$ cat config.mk
export PLATFORM = sky130hd
export DESIGN_NAME = tmr_channel
export DESIGN_NICKNAME = d
export VERILOG_FILES = /design/src/rtl/tmr_pkg.sv /design/src/rtl/tmr_sync.sv /design/src/rtl/tmr_prescale.sv /design/src/rtl/tmr_tick_sel.sv /design/src/rtl/tmr_counter.sv /design/src/rtl/tmr_channel.sv
export SDC_FILE = /design/constraint.sdc
export NUM_CORES = 1
export LEC_CHECK = 0
export ABC_CLOCK_PERIOD_IN_PS = 2500
export BUFFER_PORTS_ARGS = -buffer_cell sky130_fd_sc_hd__buf_2
export CAP_MARGIN = 15
export CORE_MARGIN = 3
export CORE_UTILIZATION = 55
export CTS_BUF_LIST = sky130_fd_sc_hd__clkbuf_4 sky130_fd_sc_hd__clkbuf_8 sky130_fd_sc_hd__clkbuf_16
export DETAILED_ROUTE_END_ITERATION = 16
export PLACE_DENSITY = 0.8
export SETUP_SLACK_MARGIN = 0.4
export SYNTH_ARGS = -nofsm -noshare
export SYNTH_HDL_FRONTEND = slang
export SYNTH_SLANG_ARGS = --single-unit
$ cat constraint.sdc
create_clock -name clk -period 2.5 [get_ports clk]
set_input_delay 0.5 -clock clk [delete_from_list [all_inputs] [get_ports clk]]
set_output_delay 0.5 -clock clk [all_outputs]
set_load 0.005 [all_outputs]
$ cat src/rtl/tmr_pkg.sv
package tmr_pkg;

  // Bit positions in the control word. These are decoded by software, so they are fixed.
  localparam int unsigned CTL_RUN   = 15;
  localparam int unsigned CTL_DBGF  = 10;
  localparam int unsigned CTL_CLR   = 9;
  localparam int unsigned CTL_SEL_H = 8;
  localparam int unsigned CTL_SEL_L = 6;
  localparam int unsigned CTL_MOD_H = 5;
  localparam int unsigned CTL_MOD_L = 4;
  localparam int unsigned CTL_IEN   = 3;
  localparam int unsigned CTL_DOWN  = 2;
  localparam int unsigned CTL_WIDE  = 1;
  localparam int unsigned CTL_RLD   = 0;

  localparam int unsigned SEL_W     = 3;
  localparam int unsigned DIV_CODES = 7;              // codes 0..6 select a divided clock
  localparam int unsigned PRE_W     = DIV_CODES - 1;  // largest divide is 2^PRE_W
  localparam logic [SEL_W-1:0] SEL_EXT = 3'd7;

  typedef enum logic [1:0] {
    MODE_FREE    = 2'd0,
    MODE_GATE_LO = 2'd1,
    MODE_GATE_HI = 2'd2,
    MODE_CHAIN   = 2'd3
  } tmr_mode_e;

  typedef struct packed {
    logic             run;
    logic             dbg_freeze;
    logic [SEL_W-1:0] clk_sel;
    tmr_mode_e        mode;
    logic             irq_en;
    logic             count_down;
    logic             wide;
    logic             auto_reload;
  } tmr_ctrl_t;

  function automatic tmr_ctrl_t ctrl_decode(input logic [15:0] w);
    tmr_ctrl_t c;
    c.run         = w[CTL_RUN];
    c.dbg_freeze  = w[CTL_DBGF];
    c.clk_sel     = w[CTL_SEL_H:CTL_SEL_L];
    c.mode        = tmr_mode_e'(w[CTL_MOD_H:CTL_MOD_L]);
    c.irq_en      = w[CTL_IEN];
    c.count_down  = w[CTL_DOWN];
    c.wide        = w[CTL_WIDE];
    c.auto_reload = w[CTL_RLD];
    return c;
  endfunction

  function automatic logic [15:0] ctrl_encode(input tmr_ctrl_t c);
    logic [15:0] w;
    w = '0;
    w[CTL_RUN]             = c.run;
    w[CTL_DBGF]            = c.dbg_freeze;
    w[CTL_SEL_H:CTL_SEL_L] = c.clk_sel;
    w[CTL_MOD_H:CTL_MOD_L] = c.mode;
    w[CTL_IEN]             = c.irq_en;
    w[CTL_DOWN]            = c.count_down;
    w[CTL_WIDE]            = c.wide;
    w[CTL_RLD]             = c.auto_reload;
    return w;
  endfunction

endpackage

$ cat src/rtl/tmr_sync.sv
module tmr_sync #(
  parameter int unsigned W      = 2,
  parameter int unsigned STAGES = 2
) (
  input  logic         clk,
  input  logic         rst,
  input  logic [W-1:0] d,
  output logic [W-1:0] q
);
  logic [W-1:0] stage [STAGES];

  for (genvar g = 0; g < STAGES; g++) begin : g_stage
    if (g == 0) begin : g_first
      always_ff @(posedge clk) begin
        if (rst) stage[g] <= '0;
        else     stage[g] <= d;
      end
    end else begin : g_next
      always_ff @(posedge clk) begin
        if (rst) stage[g] <= '0;
        else     stage[g] <= stage[g-1];
      end
    end
  end

  assign q = stage[STAGES-1];
endmodule

$ cat src/rtl/tmr_prescale.sv
module tmr_prescale
  import tmr_pkg::*;
(
  input  logic             clk,
  input  logic             rst,
  input  logic             clear,
  input  logic             run,
  input  logic [SEL_W-1:0] sel,
  output logic             tick
);
  localparam int unsigned N_SEL = 1 << SEL_W;

  logic [PRE_W-1:0] pre_q;
  logic [PRE_W-1:0] div_mask [N_SEL];

  // One mask per code: the low 'code' bits are set; the external code gets no mask.
  for (genvar g = 0; g < N_SEL; g++) begin : g_mask
    if (g < DIV_CODES) begin : g_div
      assign div_mask[g] = PRE_W'((1 << g) - 1);
    end else begin : g_none
      assign div_mask[g] = '0;
    end
  end

  always_ff @(posedge clk) begin
    if (rst || clear) pre_q <= '0;
    else if (run)     pre_q <= pre_q + 1'b1;
  end

  assign tick = (sel != SEL_EXT) && ((pre_q & div_mask[sel]) == div_mask[sel]);

  // when the divider is cleared, the phase counter restarts from zero
  a_r4_phase_restart: assert property (@(posedge clk) disable iff (rst)
    clear |=> (pre_q == '0));
endmodule

$ cat src/rtl/tmr_tick_sel.sv
module tmr_tick_sel
  import tmr_pkg::*;
(
  input  logic             clk,
  input  logic             rst,
  input  tmr_ctrl_t        ctrl,
  input  logic             pre_tick,
  input  logic             ext_s,
  input  logic             gate_s,
  input  logic             lower_tc,
  input  logic             dbg_halt,
  output logic             step
);
  logic ext_d;
  logic ext_rise;
  logic src;
  logic gate_ok;
  logic frozen;

  always_ff @(posedge clk) begin
    if (rst) ext_d <= 1'b0;
    else     ext_d <= ext_s;
  end

  assign ext_rise = ext_s & ~ext_d;

  always_comb begin
    if (ctrl.mode == MODE_CHAIN)     src = lower_tc;
    else if (ctrl.clk_sel == SEL_EXT) src = ext_rise;
    else                             src = pre_tick;
  end

  always_comb begin
    unique case (ctrl.mode)
      MODE_GATE_LO: gate_ok = ~gate_s;
      MODE_GATE_HI: gate_ok = gate_s;
      default:      gate_ok = 1'b1;
    endcase
  end

  assign frozen = ctrl.dbg_freeze & dbg_halt;
  assign step   = ctrl.run & src & gate_ok & ~frozen;

  // a synchronized level that stays high gives no second event
  a_r5_single_event: assert property (@(posedge clk) disable iff (rst)
    (ext_s && $past(ext_s)) |-> !ext_rise);
endmodule

$ cat src/rtl/tmr_counter.sv
module tmr_counter #(
  parameter int unsigned NARROW_W = 16,
  parameter int unsigned WIDE_W   = 32
) (
  input  logic              clk,
  input  logic              rst,
  input  logic              load_start,
  input  logic              load_down,
  input  logic              load_wide,
  input  logic              step,
  input  logic              count_down,
  input  logic              wide,
  input  logic              auto_reload,
  input  logic [WIDE_W-1:0] reload,
  output logic [WIDE_W-1:0] count,
  output logic              term_hit,
  output logic              tc_pulse
);
  localparam logic [WIDE_W-1:0] NARROW_MASK = {{(WIDE_W-NARROW_W){1'b0}}, {NARROW_W{1'b1}}};

  logic [WIDE_W-1:0] width_mask;
  logic [WIDE_W-1:0] load_mask;
  logic              held_q;
  logic              at_term;

  assign width_mask = wide      ? '1 : NARROW_MASK;
  assign load_mask  = load_wide ? '1 : NARROW_MASK;
  assign at_term    = count_down ? (count == '0) : (count == width_mask);
  assign term_hit   = step & ~held_q & ~load_start & at_term;

  always_ff @(posedge clk) begin
    if (rst) begin
      count    <= '0;
      held_q   <= 1'b0;
      tc_pulse <= 1'b0;
    end else begin
      tc_pulse <= 1'b0;
      if (load_start) begin
        count  <= load_down ? (reload & load_mask) : '0;
        held_q <= 1'b0;
      end else if (step && !held_q) begin
        if (at_term) begin
          tc_pulse <= 1'b1;
          if (auto_reload) count  <= reload & width_mask;
          else             held_q <= 1'b1;
        end else if (count_down) begin
          count <= count - 1'b1;
        end else begin
          count <= (count + 1'b1) & width_mask;
        end
      end
    end
  end

  // a channel that has stopped at its terminal value keeps that value
  a_r9_held_stable: assert property (@(posedge clk) disable iff (rst)
    (held_q && !load_start) |=> $stable(count));
  // a narrow load never sets bits above the narrow width
  a_r8_narrow_load: assert property (@(posedge clk) disable iff (rst)
    (load_start && !load_wide) |=> ((count & ~NARROW_MASK) == '0));
  // the terminal pulse follows a qualified step
  a_r10_tc_after_step: assert property (@(posedge clk) disable iff (rst)
    tc_pulse |-> $past(step));
endmodule

$ cat src/rtl/tmr_channel.sv
module tmr_channel
  import tmr_pkg::*;
#(
  parameter int unsigned NARROW_W = 16,
  parameter int unsigned WIDE_W   = 32,
  parameter int unsigned BUS_W    = 32
) (
  input  logic              clk,
  input  logic              rst,
  input  logic              ctrl_we,
  input  logic              reload_we,
  input  logic [BUS_W-1:0]  wdata,
  input  logic              ext_event_i,
  input  logic              ext_gate_i,
  input  logic              dbg_halt_i,
  input  logic              lower_tc_i,
  output logic [15:0]       ctrl_o,
  output logic [WIDE_W-1:0] reload_o,
  output logic [WIDE_W-1:0] count_o,
  output logic              tc_o,
  output logic              irq_o
);
  tmr_ctrl_t         ctrl_q;
  tmr_ctrl_t         ctrl_new;
  logic [WIDE_W-1:0] reload_q;
  logic              load_start;
  logic              irq_clr;
  logic              pre_tick;
  logic              step;
  logic              term_hit;
  logic [1:0]        pins_s;

  assign ctrl_new   = ctrl_decode(wdata[15:0]);
  assign load_start = ctrl_we & ctrl_new.run & ~ctrl_q.run;
  assign irq_clr    = ctrl_we & wdata[CTL_CLR];

  always_ff @(posedge clk) begin
    if (rst) begin
      ctrl_q   <= '0;
      reload_q <= '0;
    end else begin
      if (ctrl_we)   ctrl_q   <= ctrl_new;
      if (reload_we) reload_q <= wdata[WIDE_W-1:0];
    end
  end

  always_ff @(posedge clk) begin
    if (rst)                            irq_o <= 1'b0;
    else if (irq_clr)                   irq_o <= 1'b0;
    else if (term_hit && ctrl_q.irq_en) irq_o <= 1'b1;
  end

  tmr_sync #(.W(2), .STAGES(2)) u_sync (
    .clk (clk),
    .rst (rst),
    .d   ({ext_gate_i, ext_event_i}),
    .q   (pins_s)
  );

  tmr_prescale u_pre (
    .clk   (clk),
    .rst   (rst),
    .clear (load_start),
    .run   (ctrl_q.run),
    .sel   (ctrl_q.clk_sel),
    .tick  (pre_tick)
  );

  tmr_tick_sel u_sel (
    .clk      (clk),
    .rst      (rst),
    .ctrl     (ctrl_q),
    .pre_tick (pre_tick),
    .ext_s    (pins_s[0]),
    .gate_s   (pins_s[1]),
    .lower_tc (lower_tc_i),
    .dbg_halt (dbg_halt_i),
    .step     (step)
  );

  tmr_counter #(.NARROW_W(NARROW_W), .WIDE_W(WIDE_W)) u_cnt (
    .clk         (clk),
    .rst         (rst),
    .load_start  (load_start),
    .load_down   (ctrl_new.count_down),
    .load_wide   (ctrl_new.wide),
    .step        (step),
    .count_down  (ctrl_q.count_down),
    .wide        (ctrl_q.wide),
    .auto_reload (ctrl_q.auto_reload),
    .reload      (reload_q),
    .count       (count_o),
    .term_hit    (term_hit),
    .tc_pulse    (tc_o)
  );

  assign ctrl_o   = ctrl_encode(ctrl_q);
  assign reload_o = reload_q;

  // a clear write always leaves the flag low, even against a same-cycle set
  a_r11_clear_wins: assert property (@(posedge clk) disable iff (rst)
    irq_clr |=> !irq_o);
  // the flag stays set until it is cleared
  a_r11_sticky: assert property (@(posedge clk) disable iff (rst)
    (irq_o && !irq_clr) |=> irq_o);
  // a stopped channel keeps its count unless the control word is written
  a_r3_idle_hold: assert property (@(posedge clk) disable iff (rst)
    (!ctrl_q.run && !ctrl_we) |=> $stable(count_o));
  // the debug freeze holds the count
  a_r13_dbg_freeze: assert property (@(posedge clk) disable iff (rst)
    (ctrl_q.run && ctrl_q.dbg_freeze && dbg_halt_i && !ctrl_we) |=> $stable(count_o));
endmodule

==> results.yml <==
outcome:
  status: "finished, violations left"
  violations: "negative setup slack"
critical_path:
  required_ns: 2.78
  worst_ep_arrival_time_ns: 2.78
  end_kind: "register"
  reg2reg_to: "u_cnt.count[11]$_SDFFE_PP0P_"
  rrSetupSlack_ns: -0.0003
  r2r_start: "u_cnt.count[24]$_SDFFE_PP0P_"
  rr_worst_depth: 9
  critPathKind: "register to register"
  critPathMaxFanout: 7
  cp-start-kind: "register"
die:
  ios: 122
  start_util_pct: 57.71
  fp.dieW_um: 105.6
  coreArea_um2: 9459
  dieArea_um2: 11160
  die_h_um: 105.6
  rows: 35
final_layout:
  drive_above_1_share_pct: 44.09
  postLayoutCellArea_um2: 7812
  fin_util_pct: 82.59
  nNetsFinal: 900
  fillCellCount: 528
  syn2layout_area_growth_pct: 43.11
  antenna_cells: 0
grt:
  grt_start_max_net_pins: 24
  antenna_found_initial: 0
  grtUsageTotal_pct: 38.20
  grt-ovfl-total: 0
  grt_pass1_vias: 6336
  grt_pass1_wl_um: 34060
clock_network:
  cts-htree-levels: 3
  clkTransAtPathRegs_ns: 0.10
  insertion_delay_ns: 0.38
  cts.sinks: 89
  cts_root_buf: "clkbuf_8"
  clk_path_buf_depth: 2
  cts_tree: "built"
  cts_buffers: 9
  cts_hold_buffers: 0
synthesis:
  synth-main-ff-cell: "dfxtp_1"
  async_reset_ff_share_pct: 0
  netlist_area_um2: 5459
  synth_cell_types: 76
  synth-seq-cells: 89
  yosysTopAreaCell: "dfxtp_1"
  synth-seq-area-share_pct: 32.64
  yosys_warnings: 0
  synth_commonest_cells: "100 x nor2_1, 89 x dfxtp_1, 45 x mux2i_1, 32 x nand2_1"
  yosysMostFrequentCell: "nor2_1"
  synth-edff-count: 0
  syn_area_per_cell_um2: 8.209
  yosysTopAreaCellShare_pct: 32.64
  yosys-top-cells-area: "dfxtp_1 33%, mux2i_1 8.3%, nor2_1 6.9%"
  synthCells: 665
timing:
  finalSetupViolations: 1
  report.final.slew_viol_count: 0
  max_clock_freq_mhz: 400.0
  timing.final.ws_setup_ns: -0.0003137
  slew-limit-headroom_pct: 60.84
  finalCritPeriodShare_pct: 100.0
  whs_ns: 0.3256
  fin_worst_skew_ns: 0.01322
  hold_viol: 0
  min_period_ns: 2.500
  worst_pin_slew_ns: 0.5875
  rsz0062_at_grt: "true"
place:
  dp_hpwl_um: 14480
  placed_cell_area_um2: 6435
  routabilityCongestion: 0.9925
  portBuffers: 116
drt:
  drcViolationCount: 0
  wirelength_um: 24690
  drtIter0Drc: 1203
  drtAntennaViolNets: 0
  wl_per_cell_um: 25.10
  vias: 7009
  detail_route.vias_per_cell: 7.123
  firstDrtPassIters: 7
hold_path:
  min_path_type: "input port to register"
  hold_depth: 2
  hp-start: "wdata[9]"
  whs_endpoint: "irq_o$_SDFFE_PP0P_"
job:
  maxCapViolCount: 0
power:
  cellPowerDensity_nw_per_um2: 523.4
  p_leak_nw: 3.368
  ir_drop_mv: 0.3958
-- registers in the layout, summed over array words and instances (netlist names) --
signal	flops
ctrl_o	11
irq_o	1
reload_o	32
u_cnt.count	32
u_cnt.held_q	1
u_cnt.tc_pulse	1
u_pre.pre_q	6
u_sel.ext_d	1
u_sync.stage	4
-- layout by cell type (no fill, tap or decap), drive strengths merged, types with 4 or more instances in the layout --
master,netlist,layout
buf,35,229
nor2,101,101
dfxtp,89,89
mux2i,45,45
nand2,32,32
nor3,29,29
a21oi,28,28
o21ai,25,25
nand3,24,24
and3,17,17
inv,14,17
a211oi,17,17
a31oi,15,15
nor4,14,14
clkbuf,27,13
nand4,12,12
o211ai,11,11
ha,10,10
a221oi,9,9
and4,8,8
xnor2,7,7
nand2b,7,7
nor2b,7,7
xor2,5,5
conb,1,5
o31ai,5,5
and2,5,5
a221o,4,4
o221ai,4,4
or4,4,4
or2,4,4
a32o,4,4
nor3b,4,4
-- area by class of cell --
class,instances,area [um^2],area share [%]
sequential,89,1856,23.75
inverter,14,52.55,0.6726
multi-input combinational,504,3826,48.98
clock inverter,6,97.59,1.249
timing repair buffer,232,1682,21.52
clock buffer,10,137.6,1.762
tap,129,161.4,2.066
-- metal layers --
metal	track usage [%]	share of wire [%]
met1	50.82	35
met5	0	0
met2	59.84	44
met4	14.52	7.9
met3	9.492	13
-- how the worst max path moves through the flow --
stage | start | depth (start not counted) | endpoint
5_1_grt | u_cnt.count[9]$_SDFFE_PP0P_ | 11 | u_cnt.count[11]$_SDFFE_PP0P_
6_report | u_cnt.count[24]$_SDFFE_PP0P_ | 9 | u_cnt.count[11]$_SDFFE_PP0P_
2_1_floorplan | u_cnt.count[10]$_SDFFE_PP0P_ | 9 | u_cnt.count[0]$_SDFFE_PP0P_
3_5_place_dp | u_cnt.count[3]$_SDFFE_PP0P_ | 9 | u_cnt.count[23]$_SDFFE_PP0P_
3_3_place_gp | u_cnt.count[16]$_SDFFE_PP0P_ | 7 | u_cnt.count[25]$_SDFFE_PP0P_
4_1_cts | ctrl_o[2]$_SDFFE_PP0P_ | 10 | u_cnt.count[1]$_SDFFE_PP0P_
-- repair_timing --
item                                    in CTS  in global routing
gates resized for setup                     87                 59
endpoints found under the setup margin      34                 34
pin swaps                                   31                 28
cloned                                       4                  3
buffers inserted                            43                 13
-- worst max-delay path: stages (launching register included) --
cell,delay [ns]
dfxtp_1,0.53
and4_1,0.30
and4_2,0.38
nand4_4,0.17
buf_6,0.17
a31oi_4,0.19
buf_12,0.16
buf_6,0.14
o21ai_1,0.10
a21oi_1,0.25
-- kinds of logic (layout without fill, tap and decap cells) --
kind of cell / after synthesis / in the layout / synth area share [%]
flops: 89 / 89 / 32.64
compound gates: 151 / 151 / 20.45
other cells: 1 / 5 / 0.06869
buf+inv: 76 / 262 / 6.853
mux: 46 / 46 / 8.457
xor+xnor: 12 / 12 / 1.925
simple gates: 280 / 280 / 27.32
fa+ha+maj: 10 / 10 / 2.292
-- through the flow --
stage	worst slack [ns]	std cells	total power [mW]	setup TNS [ns]
floorplan	0.3877	669	2.202	0
global placement	0.1133	905	2.524	0
detailed placement	0.09655	905	2.551	0
CTS	0.2498	968	3.843	0
global route	0.02993	984	4.189	0
finish	-0.0003137	984	4.089	-0.0003137
-- report_power, final --
part | leakage [nW] | internal, mW | total, mW | switching (mW)
combinational | 2.50 | 0.555 | 1.26 | 0.707
sequential | 0.747 | 1.49 | 1.63 | 0.136
clock | 0.119 | 0.607 | 1.20 | 0.592
total | 3.37 | 2.65 | 4.09 | 1.43
(Power assumes the default switching activity.)
